$ cat config.mk
export PLATFORM = sky130hd
export DESIGN_NAME = cms_combiner
export DESIGN_NICKNAME = d
export VERILOG_FILES = /design/src/rtl/cms_pkg.sv /design/src/rtl/cms_en_reg.sv /design/src/rtl/cms_or.sv /design/src/rtl/cms_bsel_gate.sv /design/src/rtl/cms_combiner.sv
export SDC_FILE = /design/constraint.sdc
export NUM_CORES = 1
export LEC_CHECK = 0
export CAP_MARGIN = 20
export CORE_AREA = 2 2 39 41
export DETAILED_ROUTE_END_ITERATION = 7
export DIE_AREA = 0 0 41 43
export PLACE_DENSITY = 0.58
export SYNTH_ARGS = -nofsm -noshare
export SYNTH_HDL_FRONTEND = slang
export SYNTH_SLANG_ARGS = --single-unit
$ cat constraint.sdc
create_clock -name clk_i -period 1.6 [get_ports clk_i]
set_clock_uncertainty 0.1 [all_clocks]
set_input_delay 0.24 -clock clk_i [delete_from_list [all_inputs] [get_ports clk_i]]
set_output_delay 0.24 -clock clk_i [all_outputs]
set_load 0.05 [all_outputs]
$ cat src/rtl/cms_pkg.sv
package cms_pkg;
  localparam int unsigned NUM_SEL = 4;
  typedef enum logic [1:0] {
    SEL_PROG = 2'd0,
    SEL_DATA = 2'd1,
    SEL_BYTE = 2'd2,
    SEL_IO   = 2'd3
  } sel_idx_e;
  localparam logic [NUM_SEL-1:0] EN_RST = 4'b1011;
endpackage

$ cat src/rtl/cms_en_reg.sv
module cms_en_reg #(
  parameter int unsigned       W       = 4,
  parameter logic [W-1:0]      RST_VAL = '0
) (
  input  logic         clk_i,
  input  logic         rst_ni,
  input  logic         we_i,
  input  logic [W-1:0] wdata_i,
  output logic [W-1:0] q_o
);
  always_ff @(posedge clk_i or negedge rst_ni) begin
    if (!rst_ni)   q_o <= RST_VAL;
    else if (we_i) q_o <= wdata_i;
  end
endmodule

$ cat src/rtl/cms_or.sv
module cms_or #(
  parameter int unsigned W = 4
) (
  input  logic [W-1:0] sel_n_i,
  input  logic [W-1:0] en_i,
  output logic         comp_n_o
);
  logic [W-1:0] hit;
  for (genvar g = 0; g < W; g++) begin : g_hit
    assign hit[g] = en_i[g] & ~sel_n_i[g];
  end
  assign comp_n_o = ~|hit;
endmodule

$ cat src/rtl/cms_bsel_gate.sv
module cms_bsel_gate (
  input  logic bsel_n_i,
  input  logic dis_i,
  input  logic tristate_i,
  output logic bsel_n_o
);
  // suppression only while strobes are actively driven
  always_comb begin
    if (dis_i && !tristate_i) bsel_n_o = 1'b1;
    else                      bsel_n_o = bsel_n_i;
  end
endmodule

$ cat src/rtl/cms_combiner.sv
module cms_combiner
  import cms_pkg::*;
(
  input  logic               clk_i,
  input  logic               rst_ni,
  input  logic [NUM_SEL-1:0] sel_n_i,
  input  logic               tristate_i,
  input  logic               en_we_i,
  input  logic [NUM_SEL-1:0] en_wdata_i,
  input  logic               bsel_dis_i,
  output logic               bsel_n_o,
  output logic               bsel_oe_o,
  output logic               comp_n_o,
  output logic               comp_oe_o
);
  logic [NUM_SEL-1:0] en_q;

  cms_en_reg #(.W(NUM_SEL), .RST_VAL(EN_RST)) u_en (
    .clk_i   (clk_i),
    .rst_ni  (rst_ni),
    .we_i    (en_we_i),
    .wdata_i (en_wdata_i),
    .q_o     (en_q)
  );

  cms_or #(.W(NUM_SEL)) u_or (
    .sel_n_i  (sel_n_i),
    .en_i     (en_q),
    .comp_n_o (comp_n_o)
  );

  cms_bsel_gate u_bsel (
    .bsel_n_i   (sel_n_i[SEL_BYTE]),
    .dis_i      (bsel_dis_i),
    .tristate_i (tristate_i),
    .bsel_n_o   (bsel_n_o)
  );

  assign bsel_oe_o = ~tristate_i;
  assign comp_oe_o = ~tristate_i;
endmodule

==> results by group <==
Synthesis
  – Syn_nets: 29
  – Cells after Synth: 16
  – #FFs+latches synth: 4
  – Register area share after synthesis: 46.11%
  – Ys Warns: 0
  – Netlist cell types: 9
  – Syn Std Cell Area: 225.2 um2
  – Mean area per synthesized cell: 14.08 um2

Finish
  – Register bank with the most flops: u_en.q_o
  – Util after Layout: 34.99%
  – Layout cells sized above 1: 44.44%
  – Antenna cells: 0
  – Commonest non-fill, non-tap cell in the layout: clkdlybuf4s50_1
  – Most frequent cells in the layout: clkdlybuf4s50_1, mux2_1, buf_12
  – Largest regs: u_en.q_o x4
  – Largest register FFs: 4
  – P&R area growth vs syn: 115.0%
  – Layout Nets: 50

Timing
  – F_max: 0.6260 GHz
  – RSZ-0062 raised after global routing: true
  – Final hold slack: 109.4 ps
  – Slew of the pin with the lowest slew margin: 315.3 ps
  – Period utilisation layout: 99.84%
  – Fin. Hold Viols: 0
  – Setup TNS: 0 ps
  – Max transition margin: 78.98%
  – Final Setup Violations: 0
  – Final Critical Period: 1597 ps
  – Final Max Tran Viols: 0

Floorplan
  – Rows: 14
  – Ports: 17
  – Die area: 0.001763 mm2
  – Core area: 0.001384 mm2
  – X dimension of the die: 41 um
  – Initial Utilization: 16.27%
  – Die height: 43 um

Setup path
  – Reg2Reg Depth: 1
  – CP endpoint kind: output pin
  – CP required: 1260 ps
  – Crit-path max FO: 2
  – Worst r2r src: u_en.q_o[2]
  – Arrival @ worst endpoint: 1260 ps
  – Startpoint Class: flop
  – Reg2reg setup slack: 740 ps
  – R2r endpoint: u_en.q_o[2]
  – Crit path kind: flop to output pin

Drt
  – Drt total wl: 492 um
  – Vias: 191
  – Remaining DRCs: 0
  – Antenna Nets Post-Route: 0
  – DR WL/cell: 9.462 um
  – Drt pass-1 iters: 1
  – Via density: 3.673
  – Initial DRC Count: 0

Job
  – Maxcap violations: 0

GRT
  – Gr ovfl total: 0
  – Global-route wire length before repair: 897 um
  – Gr usage total: 7.956%
  – Largest net degree at the start of global routing: 5
  – Vias in the first global route: 234
  – Initial antenna violation count: 0

CTS
  – CTS root buf: clkbuf_4
  – CTS tree: done
  – Postcts setup bufs: 0
  – CTS H-Tree Depth: 1
  – Clock sink count: 4
  – Clk Latency, worst-skew pair: 230 ps
  – CTS max path bufs: 2
  – Clock-pin slew on the worst setup and hold paths: 40 ps
  – CTS Buf Count: 3

Status
  – Status: finished, final reports clean

Worst hold path
  – Hold Crit Class: input port to asynchronous set/reset pin

Power
  – Worst vdd ir: 316.4 uV
  – Standby leakage power: 0.2215 nW
  – Design Power: 0.0003853 W
  – PD cells: 795.7 mW/mm2

Placed design
  – Port Buffer Count: 16
  – GP Congestion: 0.5978
worst max-delay path, stage by stage (launching register included):
cell	delay [ps]
dfstp_2	360
nor2b_4	120
a2111oi_4	370
buf_12	180
cell type report:
type                            count  area [um2]
Fill cell                         142       899.6
Multi-Input combinational cell      9       116.4
Tap cell                           16       20.02
Timing Repair Buffer               17       210.2
Clock buffer                        4       26.28
Inverter                            2       7.507
Sequential cell                     4       103.9
synth_stat cells:
| library cell | count | area (um2) |
|---|---|---|
| dfrtp_1 | 1 | 25.02 |
| a21o_1 | 1 | 7.510 |
| a2111oi_4 | 1 | 27.53 |
| dfstp_2 | 3 | 78.83 |
| mux2_1 | 4 | 45.04 |
| inv_1 | 2 | 7.510 |
| buf_4 | 1 | 7.510 |
| nor2b_1 | 2 | 12.51 |
| nor2b_4 | 1 | 13.76 |
metal layers:
layer / track usage, % / up-vias / wire [um]
met4: 8.000 / 0 / 0
li1: - / 93 / -
met2: 10.63 / 17 / 214
met3: 5.759 / 0 / 129
met1: 7.143 / 81 / 149
met5: 0 / - / 0
metrics by stage:
stage	instance area (um2)	instances	worst slack (ps)
after floorplan	225.2	16	71.36
after global placement	445.4	48	-82.71
after detailed placement	445.4	48	-90.78
after CTS	476.7	52	-49.59
after global routing	484.2	52	-35.98
final	484.2	52	2.502
power by group:
part / internal [W] / switching, W / leakage [nW]
Sequential: 0.000118 / 0.00000611 / 0.0432
Combinational: 0.0000749 / 0.0000538 / 0.163
Clock: 0.0000935 / 0.0000394 / 0.0150
Total: 0.000286 / 0.0000993 / 0.221
worst max path at each step:
stage | startpoint | to | slack, ps | depth (start not counted)
after floorplan | u_en.q_o[1] | comp_n_o | 70 | 2
after global routing | u_en.q_o[1] | comp_n_o | -40 | 3
final | u_en.q_o[1] | comp_n_o | 3 | 3
after detailed placement | sel_n_i[1] | comp_n_o | -90 | 4
after CTS | u_en.q_o[2] | comp_n_o | -50 | 3
after global placement | sel_n_i[1] | comp_n_o | -80 | 4
cells by family after synthesis:
group                  Yosys count  synth area share (%)
muxes                            4                 20.00
DFF                              4                 46.11
and+or+nand+nor                  3                 11.66
buffers and inverters            3                 6.669
AOI/OAI and AO/OA                2                 15.56
what timing repair did:
action	in CTS	in global routing
pin swaps	1	1
setup endpoints to repair	1	1
hold buffers	0	0
resized for setup	5	3
(Power assumes the default switching activity.)
